===== src/rtl/pll_core_pkg.sv =====
package pll_core_pkg;

   // Pump command pair produced by the phase-frequency detector.
   typedef struct packed {
      logic up;
      logic dn;
   } pump_cmd_t;

   // Reference ratio choice decoded from the two select bits.
   typedef enum logic [1:0] {
      RSEL_MID = 2'b00,
      RSEL_HI  = 2'b01,
      RSEL_LO  = 2'b11
   } ref_choice_e;

   function automatic ref_choice_e decode_ref_sel(input logic [1:0] sel);
      if (!sel[0])      return RSEL_MID;
      else if (!sel[1]) return RSEL_HI;
      else              return RSEL_LO;
   endfunction

endpackage


===== src/rtl/pll_ref_div.sv =====
module pll_ref_div #(
   parameter int R_LO  = 512,
   parameter int R_MID = 640,
   parameter int R_HI  = 1024
) (
   input  logic       clk,
   input  logic       rst_n,
   input  logic       ref_en,
   input  logic [1:0] sel,
   output logic       tick
);
   import pll_core_pkg::*;

   localparam int CW = $clog2(R_HI);

   logic [CW-1:0] cnt;
   logic [CW:0]   ratio_m1;

   always_comb begin
      unique case (decode_ref_sel(sel))
         RSEL_HI: ratio_m1 = (CW+1)'(R_HI - 1);
         RSEL_LO: ratio_m1 = (CW+1)'(R_LO - 1);
         default: ratio_m1 = (CW+1)'(R_MID - 1);
      endcase
   end

   always_ff @(posedge clk) begin
      if (!rst_n) begin
         cnt  <= '0;
         tick <= 1'b0;
      end else begin
         tick <= 1'b0;
         if (ref_en) begin
            if ({1'b0, cnt} >= ratio_m1) begin
               cnt  <= '0;
               tick <= 1'b1;
            end else begin
               cnt <= cnt + 1'b1;
            end
         end
      end
   end

endmodule


===== src/rtl/pll_prog_div.sv =====
module pll_prog_div #(
   parameter int NW = 15
) (
   input  logic          clk,
   input  logic          rst_n,
   input  logic          rf_en,
   input  logic [NW-1:0] div_n,
   output logic          tick
);
   logic [NW-1:0] cnt;
   logic [NW-1:0] div_m1;
   logic          zero_div;

   assign zero_div = (div_n == '0);
   assign div_m1   = div_n - 1'b1;

   always_ff @(posedge clk) begin
      if (!rst_n || zero_div) begin
         cnt  <= '0;
         tick <= 1'b0;
      end else begin
         tick <= 1'b0;
         if (rf_en) begin
            if (cnt >= div_m1) begin
               cnt  <= '0;
               tick <= 1'b1;
            end else begin
               cnt <= cnt + 1'b1;
            end
         end
      end
   end

endmodule


===== src/rtl/pll_pfd.sv =====
module pll_pfd
   import pll_core_pkg::*;
(
   input  logic      clk,
   input  logic      rst_n,
   input  logic      run,
   input  logic      ref_tick,
   input  logic      div_tick,
   output pump_cmd_t cmd
);
   pump_cmd_t nxt;

   always_comb begin
      nxt.up = cmd.up | ref_tick;
      nxt.dn = cmd.dn | div_tick;
      if (nxt.up && nxt.dn) begin
         nxt = '0;
      end
   end

   always_ff @(posedge clk) begin
      if (!rst_n || !run) cmd <= '0;
      else                cmd <= nxt;
   end

endmodule


===== src/rtl/pll_lock_det.sv =====
module pll_lock_det #(
   parameter int LOCK_CYCLES = 4,
   parameter int LOCK_WIDTH  = 2
) (
   input  logic clk,
   input  logic rst_n,
   input  logic run,
   input  logic ref_en,
   input  logic ref_tick,
   input  logic active,
   output logic locked
);
   localparam int WW = $clog2(LOCK_WIDTH + 1);

   logic [WW-1:0] wcnt;
   logic          bad;
   logic          viol;
   logic          good;

   assign viol = active & ref_en & (wcnt >= WW'(LOCK_WIDTH - 1));
   assign good = ~(bad | viol);

   // Width of the current pulse, in counted reference pulses.
   always_ff @(posedge clk) begin
      if (!rst_n || !run || !active) wcnt <= '0;
      else if (ref_en && wcnt < WW'(LOCK_WIDTH)) wcnt <= wcnt + 1'b1;
   end

   // Sticky violation within the present comparison period.
   always_ff @(posedge clk) begin
      if (!rst_n || !run || ref_tick) bad <= 1'b0;
      else                            bad <= bad | viol;
   end

   generate
      if (LOCK_CYCLES == 1) begin : g_single
         always_ff @(posedge clk) begin
            if (!rst_n || !run) locked <= 1'b0;
            else if (ref_tick)  locked <= good;
         end
      end else begin : g_count
         localparam int GW = $clog2(LOCK_CYCLES + 1);
         logic [GW-1:0] gcnt;
         always_ff @(posedge clk) begin
            if (!rst_n || !run) begin
               gcnt   <= '0;
               locked <= 1'b0;
            end else if (ref_tick) begin
               if (good) begin
                  if (gcnt != GW'(LOCK_CYCLES)) gcnt <= gcnt + 1'b1;
                  locked <= (gcnt >= GW'(LOCK_CYCLES - 1));
               end else begin
                  gcnt   <= '0;
                  locked <= 1'b0;
               end
            end
         end
      end
   endgenerate

endmodule


===== src/rtl/pll_phase_core.sv =====
module pll_phase_core #(
   parameter int DIV_W        = 15,
   parameter int REF_RATIO_LO  = 512,
   parameter int REF_RATIO_MID = 640,
   parameter int REF_RATIO_HI  = 1024,
   parameter int LOCK_CYCLES   = 4,
   parameter int LOCK_WIDTH    = 2
) (
   input  logic             clk,
   input  logic             rst_n,
   input  logic             ref_en,
   input  logic             rf_en,
   input  logic [DIV_W-1:0] div_n,
   input  logic [1:0]       ref_sel,
   input  logic             cp_off,
   input  logic             drive_off,
   input  logic             cur_hi_sel,
   input  logic             test_route,
   input  logic             port_p1,
   input  logic             port_p2,
   output logic             pump_up,
   output logic             pump_dn,
   output logic             cur_hi,
   output logic             drive_en,
   output logic             lock_flag,
   output logic             pin_p1,
   output logic             pin_p2
);
   import pll_core_pkg::*;

   localparam int NPIN = 2;

   generate
      if (!(REF_RATIO_LO < REF_RATIO_MID && REF_RATIO_MID < REF_RATIO_HI)) begin : g_bad_ratio
         $error("reference ratios must rise strictly LO < MID < HI");
      end
      if (DIV_W < 2) begin : g_bad_width
         $error("DIV_W must be at least 2");
      end
      if (LOCK_CYCLES < 1 || LOCK_WIDTH < 1) begin : g_bad_lock
         $error("lock window parameters must be positive");
      end
   endgenerate

   logic      ref_tick;
   logic      div_tick;
   logic      div_zero;
   logic      run;
   pump_cmd_t cmd;

   assign div_zero = (div_n == '0);
   assign run      = ~div_zero & ~drive_off;

   pll_ref_div #(
      .R_LO (REF_RATIO_LO),
      .R_MID(REF_RATIO_MID),
      .R_HI (REF_RATIO_HI)
   ) u_ref (
      .clk   (clk),
      .rst_n (rst_n),
      .ref_en(ref_en),
      .sel   (ref_sel),
      .tick  (ref_tick)
   );

   pll_prog_div #(.NW(DIV_W)) u_prog (
      .clk  (clk),
      .rst_n(rst_n),
      .rf_en(rf_en),
      .div_n(div_n),
      .tick (div_tick)
   );

   pll_pfd u_pfd (
      .clk     (clk),
      .rst_n   (rst_n),
      .run     (run),
      .ref_tick(ref_tick),
      .div_tick(div_tick),
      .cmd     (cmd)
   );

   pll_lock_det #(
      .LOCK_CYCLES(LOCK_CYCLES),
      .LOCK_WIDTH (LOCK_WIDTH)
   ) u_lock (
      .clk     (clk),
      .rst_n   (rst_n),
      .run     (run),
      .ref_en  (ref_en),
      .ref_tick(ref_tick),
      .active  (cmd.up | cmd.dn),
      .locked  (lock_flag)
   );

   assign pump_up  = cmd.up & run & ~cp_off;
   assign pump_dn  = cmd.dn & run & ~cp_off;
   assign cur_hi   = cur_hi_sel;
   assign drive_en = ~drive_off;

   // Test routing: each pin picks its divided tick or its port value.
   logic [NPIN-1:0] tap;
   logic [NPIN-1:0] port_val;
   logic [NPIN-1:0] pin_q;

   assign tap      = {div_tick, ref_tick};
   assign port_val = {port_p2, port_p1};

   for (genvar i = 0; i < NPIN; i++) begin : g_pin
      assign pin_q[i] = test_route ? tap[i] : port_val[i];
   end

   assign pin_p1 = pin_q[0];
   assign pin_p2 = pin_q[1];

endmodule


===== config.mk =====
export PLATFORM = sky130hd
export DESIGN_NAME = pll_phase_core
export DESIGN_NICKNAME = d
export VERILOG_FILES = /design/src/rtl/pll_core_pkg.sv /design/src/rtl/pll_ref_div.sv /design/src/rtl/pll_prog_div.sv /design/src/rtl/pll_pfd.sv /design/src/rtl/pll_lock_det.sv /design/src/rtl/pll_phase_core.sv
export SDC_FILE = /design/constraint.sdc
export NUM_CORES = 1
export LEC_CHECK = 0
export BUFFER_PORTS_ARGS = -buffer_cell sky130_fd_sc_hd__buf_4
export CAP_MARGIN = 20
export CORE_MARGIN = 2
export CORE_UTILIZATION = 29
export CTS_CLUSTER_DIAMETER = 100
export DETAILED_ROUTE_END_ITERATION = 8
export GPL_ROUTABILITY_DRIVEN = 0
export PLACE_DENSITY = 0.57
export SETUP_SLACK_MARGIN = 0.05
export SLEW_MARGIN = 40
export SYNTH_ARGS = -nofsm -noshare
export SYNTH_HDL_FRONTEND = slang
export SYNTH_SLANG_ARGS = --single-unit

===== constraint.sdc =====
create_clock -name clk -period 5.9 [get_ports clk]
set_clock_uncertainty 0.1 [all_clocks]
set_input_delay 0.885 -clock clk [delete_from_list [all_inputs] [get_ports clk]]
set_output_delay 0.885 -clock clk [all_outputs]
set_load 0.02 [all_outputs]

==> impl_metrics.toml, run 1 <==
[clock_tree]
cts_tree = "built"
path_clk_slew_ns = 0.08
cts_hold_buf = 0
clkSinkCount = 36
cts.path.max_buffers = 2
clk_latency_ns = 0.29
cts_setup_buffers = 0
root_buffer = "clkbuf_8"
h-tree-depth = 2
ctsResizeCount = 0
cts_made_buffers = 5

[synth]
synth_ff_type = "dfxtp_1"
post-synth-top-area-cell = "dfxtp_1"
synth_compound_area_share_pct = 9.34
synth-xor-area-share_pct = 12.6
ys_warn_count = 0
synth_top_cells_by_area = "dfxtp_1, ha_1, xor2_1"
synth_adder_area_share_pct = 13.2
ys_types = 44
synth_cells = 289
ys_seq_area_share_pct = 30.4
muxShareOfSynthArea_pct = 1.37
postSynthAreaPerCell_um2 = 8.21
synth_seq_cells = 36
synth_top_family_by_area = "simple AND/OR/NAND/NOR gates"
synth_top_cell_area_share_pct = 30.4
netlist_area_mm2 = 0.00237
synth_edf_count = 0
syn_nets = 341
synthArstFlopShare_pct = 0
synthSimpleGateAreaFrac_pct = 29.0

[hold_path]
hp-class = "reg2reg"

[power_and_ir_drop]
p_sw_mw = 0.122
total_power_mw = 0.477
ir_drop_v = 0.0000782
p_sw_share_pct = 25.6
clkPwrFrac_pct = 36.2
static-leakage-power_nw = 1.18
p_per_area_mw_per_mm2 = 171
combPwrFrac_pct = 11.9
p_seq_share_pct = 51.9
intPower_mw = 0.355

[layout]
finalInstanceArea_mm2 = 0.00279
drive_gt1_share_pct = 16.4
area_delta_synth_final_pct = 17.7
fillers = 857
seqCellArea_um2 = 721
antennaDiodeCount = 0
utilization_pct = 35.8
multi_input_area_mm2 = 0.00155
finalNetCount = 374

[detailed_routing]
vias_per_cell = 4.71
drtIter0Drc = 62
drt_wl_total_mm = 4.90
first_pass_iters = 4
routedWlPerCell_um = 11.5
ant_nets = 0
vias = 2000
drc = 0

[status]
outcome = "completed"

[critical_path]
crit_slowest_cell = "or4_1"
setup.worst_path.class = "in2out"
end_kind = "primary output"
worst-path-max-fanout = 5
cp_top_family = "simple AND/OR/NAND/NOR gates"
reg2reg_setup_slack_ns = 3.88
cpMostUsedCell = "buf_4"
critical_path.cell_chain = "buf_4, inv_1, ha_1, nor3b_1, nand2_2, or4_1, and3_1, buf_4"
arrival_ns = 2.66
critPathRequiredTime_ns = 4.91
slowest_delay_ns = 0.56
worst-path-buf-inv = 3
crit_path_start_kind = "primary input"

[grt]
grt_usage_pct = 11.9
grt-ovfl-total = 0
grt_antenna_before_repair = 0
grt_pass1_vias = 1874
grt_pass1_wl_mm = 8.46
grt_max_degree = 18

[sta]
worstMarginPinSlew_ns = 0.362
grt_setup_unrepaired = "no"
drv_slew = 0
fin_crit_sh_pct = 61.8
hold_ws_ns = 0.357
hold_viol = 0
max_freq_ghz = 0.274
final.min_clock_period_ns = 3.65
setup_tns_ns = 0
setup_viol = 0
slew_headroom_pct = 75.8

[floorplan]
die_area_mm2 = 0.00892
num_rows = 32
pin_count = 34
fp.dieH_um = 94.4
die_w_um = 94.4
core_area_mm2 = 0.00781
start_util_pct = 30.4

[place]
port_buffers = 31
dp_hpwl_mm = 3.92
placed_cell_area_mm2 = 0.00271

[run]
maxCapViolCount = 0
## power by group through the flow
| stage | sequential (mW) | combinational [mW] | clock (mW) |
|---|---|---|---|
| finish | 0.248 | 0.0569 | 0.172 |
| global route | 0.248 | 0.0642 | 0.193 |
| CTS | 0.248 | 0.0578 | 0.179 |
| detailed placement | 0.253 | 0.0576 | 0 |
| global placement | 0.253 | 0.0565 | 0 |
| floorplan | 0.252 | 0.0326 | 0 |
## Yosys cell counts (all sizes together) (3+ instances only)
master	count
nand3	11
and3	4
nand3b	4
nand4	14
nor4	8
xor2	20
clkbuf	3
nor3	10
nor3b	3
nand2b	3
a21oi	14
xnor2	14
dfxtp	36
o21ai	8
buf	3
inv	17
ha	25
nor2	35
nand2	35
## cells by family after synthesis
logic type | Yosys count
flip-flops | 36
AO/OA/AOI/OAI | 34
multiplexers | 3
XOR/XNOR | 34
adder cells (fa/ha/maj) | 25
buffers and inverters | 23
AND/OR/NAND/NOR | 134
## area by class of cell
| type | instances | area share (%) |
|---|---|---|
| Clock buffer | 5 | 2.46 |
| Clock inverter | 3 | 0.672 |
| Inverter | 17 | 2.28 |
| Multi-Input combinational cell | 230 | 55.6 |
| Sequential cell | 36 | 25.8 |
| Tap cell | 102 | 4.57 |
| Timing Repair Buffer | 32 | 8.60 |
## final timing paths
check	from	to	depth (start not counted)
min reg2reg	u_lock.locked	u_lock.locked	2
min	u_lock.locked	u_lock.locked	2
max reg2reg	u_prog.cnt[12]	u_prog.tick	7
max	div_n[0]	pump_up	8
## flip-flops by register name, summed over array words and instances, names as in the netlist
register / count
u_lock.bad: 1
u_ref.tick: 1
u_prog.tick: 1
u_lock.locked: 1
u_ref.cnt: 10
u_prog.cnt: 15
u_lock.wcnt: 2
u_lock.g_count.gcnt: 3
u_pfd.cmd: 2
## stage by stage
step | std cells | worst slack, ns
after detailed placement | 417 | 1.99
final | 425 | 2.25
after global placement | 417 | 2.05
after global routing | 425 | 2.08
after floorplan | 289 | 2.14
after CTS | 425 | 2.24
## worst register-to-register path: stages, from the launching register on
cell      delay, ns
dfxtp_1        0.41
ha_1           0.28
a211oi_1       0.21
o21bai_1       0.12
a211oi_1       0.29
a21boi_1       0.11
buf_4          0.20
and2_2         0.20
## layout by cell type, fill, tap and decap left out, types with 4 or more instances in the layout
| cell type | instances |
|---|---|
| nand2_1 | 31 |
| clkbuf_8 | 5 |
| dfxtp_1 | 36 |
| xnor2_1 | 14 |
| inv_1 | 17 |
| o21ai_0 | 8 |
| nor3_1 | 10 |
| nor2_1 | 35 |
| nand3_1 | 11 |
| nor4_1 | 6 |
| and3_1 | 4 |
| nand4_1 | 14 |
| ha_1 | 25 |
| xor2_1 | 20 |
| a21oi_1 | 14 |
| buf_4 | 32 |
| nand3b_1 | 4 |
## routing by layer
metal  part of all wire [%]  vias to the layer above  GRT usage, %  wire [um]
met5                      0                        -             0          0
met4                   0.94                        0          2.90         46
met3                    2.6                        7          2.87        127
met2                     50                       15          19.8       2430
met1                     47                      904          15.5       2300
li1                       -                     1074             -          -
(Power assumes the default switching activity.)
==> inputs of run 2 (changes only) <==
==> constraint.sdc (replaced) <==
create_clock -name clk -period 3.6 [get_ports clk]
set_clock_uncertainty 0.1 [all_clocks]
set_input_delay 0.54 -clock clk [delete_from_list [all_inputs] [get_ports clk]]
set_output_delay 0.54 -clock clk [all_outputs]
set_load 0.02 [all_outputs]
==> run 2 against run 1 <==
  * Non-clock buffer count increased by 3
  * Routed wire length decreased by 0.18%
  * Final cell count increased by 0.71%
  * Sequential share of layout area decreased by 0.32 points
  * Combinational power increased by 64%
  * Via count about the same
  * Critical endpoint is now u_prog.tick
  * Highest routed layer unchanged
==> impl_metrics.toml, run 2 (same netlist as run 1, synthesis figures left out) <==
[status]
outcome = "completed"

[sta]
drv_slew = 0
fin_crit_sh_pct = 86.4
max_freq_ghz = 0.321
setup_viol = 0
hold_viol = 0
slew_headroom_pct = 76.6
grt_setup_unrepaired = "no"
worstMarginPinSlew_ns = 0.350
final.min_clock_period_ns = 3.11
hold_ws_ns = 0.355
setup_tns_ns = 0

[clock_tree]
h-tree-depth = 2
cts.path.max_buffers = 2
ctsResizeCount = 0
cts_made_buffers = 5
cts_tree = "built"
clkSinkCount = 36
clk_latency_ns = 0.28
path_clk_slew_ns = 0.07
root_buffer = "clkbuf_8"
cts_hold_buf = 0
cts_setup_buffers = 0

[detailed_routing]
ant_nets = 0
routedWlPerCell_um = 11.4
vias = 2001
drt_wl_total_mm = 4.90
drc = 0
drtIter0Drc = 69
first_pass_iters = 4
vias_per_cell = 4.68

[layout]
top_regs = "u_prog.cnt: 15 flops, u_ref.cnt: 10 flops, u_lock.g_count.gcnt: 3 flops"
antennaDiodeCount = 0
largest_register_ffs = 15
final_common_cell = "dfxtp_1"
utilization_pct = 36.2
drive_gt1_share_pct = 17.2
final_cell_mix = "dfxtp_1, nor2_1, buf_4, nand2_1, ha_1"
top_register = "u_prog.cnt"
area_delta_synth_final_pct = 19.2
finalInstanceArea_mm2 = 0.00283
finalNetCount = 377

[critical_path]
slowest_delay_ns = 0.42
reg2reg_setup_slack_ns = 1.63
critical_path.cell_chain = "buf_4, inv_1, ha_1, nor3b_1, nand2_2, or3_2, xor2_1, ha_1, a21oi_1, o21ai_0, a211oi_1, a21boi_1, buf_12, and2_2"
critPathRequiredTime_ns = 3.67
cpMostUsedCell = "ha_1"
crit_slowest_cell = "or3_2"
crit_start = "div_n[0]"
r2r_start = "u_prog.cnt[12]"
worst-path-max-fanout = 15
arrival_ns = 3.19
end_kind = "flop"
setup.worst_path.class = "in2reg"
crit_path_start_kind = "primary input"

[power_and_ir_drop]
p_per_area_mw_per_mm2 = 275
ir_drop_v = 0.000210
static-leakage-power_nw = 1.20
total_power_mw = 0.777

[grt]
grt_pass1_vias = 1955
grt-ovfl-total = 0
grt_antenna_before_repair = 0
grt_pass1_wl_mm = 8.83
grt_usage_pct = 12.1
grt_max_degree = 18

[floorplan]
die_w_um = 94.4
num_rows = 32
start_util_pct = 30.4
core_area_mm2 = 0.00781
die_area_mm2 = 0.00892
fp.dieH_um = 94.4
pin_count = 34

[hold_path]
hp-class = "reg2reg"
hp-start = "u_lock.locked"

[place]
port_buffers = 31
dp_hpwl_mm = 3.98
placed_cell_area_mm2 = 0.00274

[run]
maxCapViolCount = 0
## run 2: final cells by class
class / instances / area [um2]
timing repair buffer: 35 / 275
fill: 821 / 4980
sequential: 36 / 721
clock inverter: 3 / 18.8
clock buffer: 5 / 68.8
tap: 102 / 128
multi-input combinational: 230 / 1550
inverter: 17 / 63.8
## run 2: final timing paths
path                                      end  depth (start not counted)
worst max-delay path              u_prog.tick                         14
worst min-delay path            u_lock.locked                          2
worst max register to register    u_prog.tick                          7
worst min register to register  u_lock.locked                          2
## run 2: layer usage
layer | vias to the layer above | wire length [um] | track usage, %
met5 | - | 0 | 0
met4 | 0 | 22 | 1.81
met3 | 2 | 116 | 2.47
met2 | 14 | 2400 | 20.8
met1 | 907 | 2360 | 15.9
li1 | 1078 | - | -
## run 2: through the flow
stage	setup slack, ns	cells
after global routing	0.269	428
after detailed placement	0.187	420
final	0.488	428
after CTS	0.493	428
after global placement	0.227	420
after floorplan	0.187	289
## run 2: critical path, delay by kind of cell
kind / cells / cell delay [ns]
simple gates: 4 / 0.98
compound gates: 4 / 0.68
xor+xnor: 1 / 0.15
buf+inv: 3 / 0.36
fa+ha+maj: 2 / 0.46
## run 2: power by group
| group | switching, mW | internal [mW] | total (mW) |
|---|---|---|---|
| logic | 0.0475 | 0.0459 | 0.0934 |
| clock network | 0.143 | 0.135 | 0.278 |
| registers | 0.00402 | 0.402 | 0.406 |
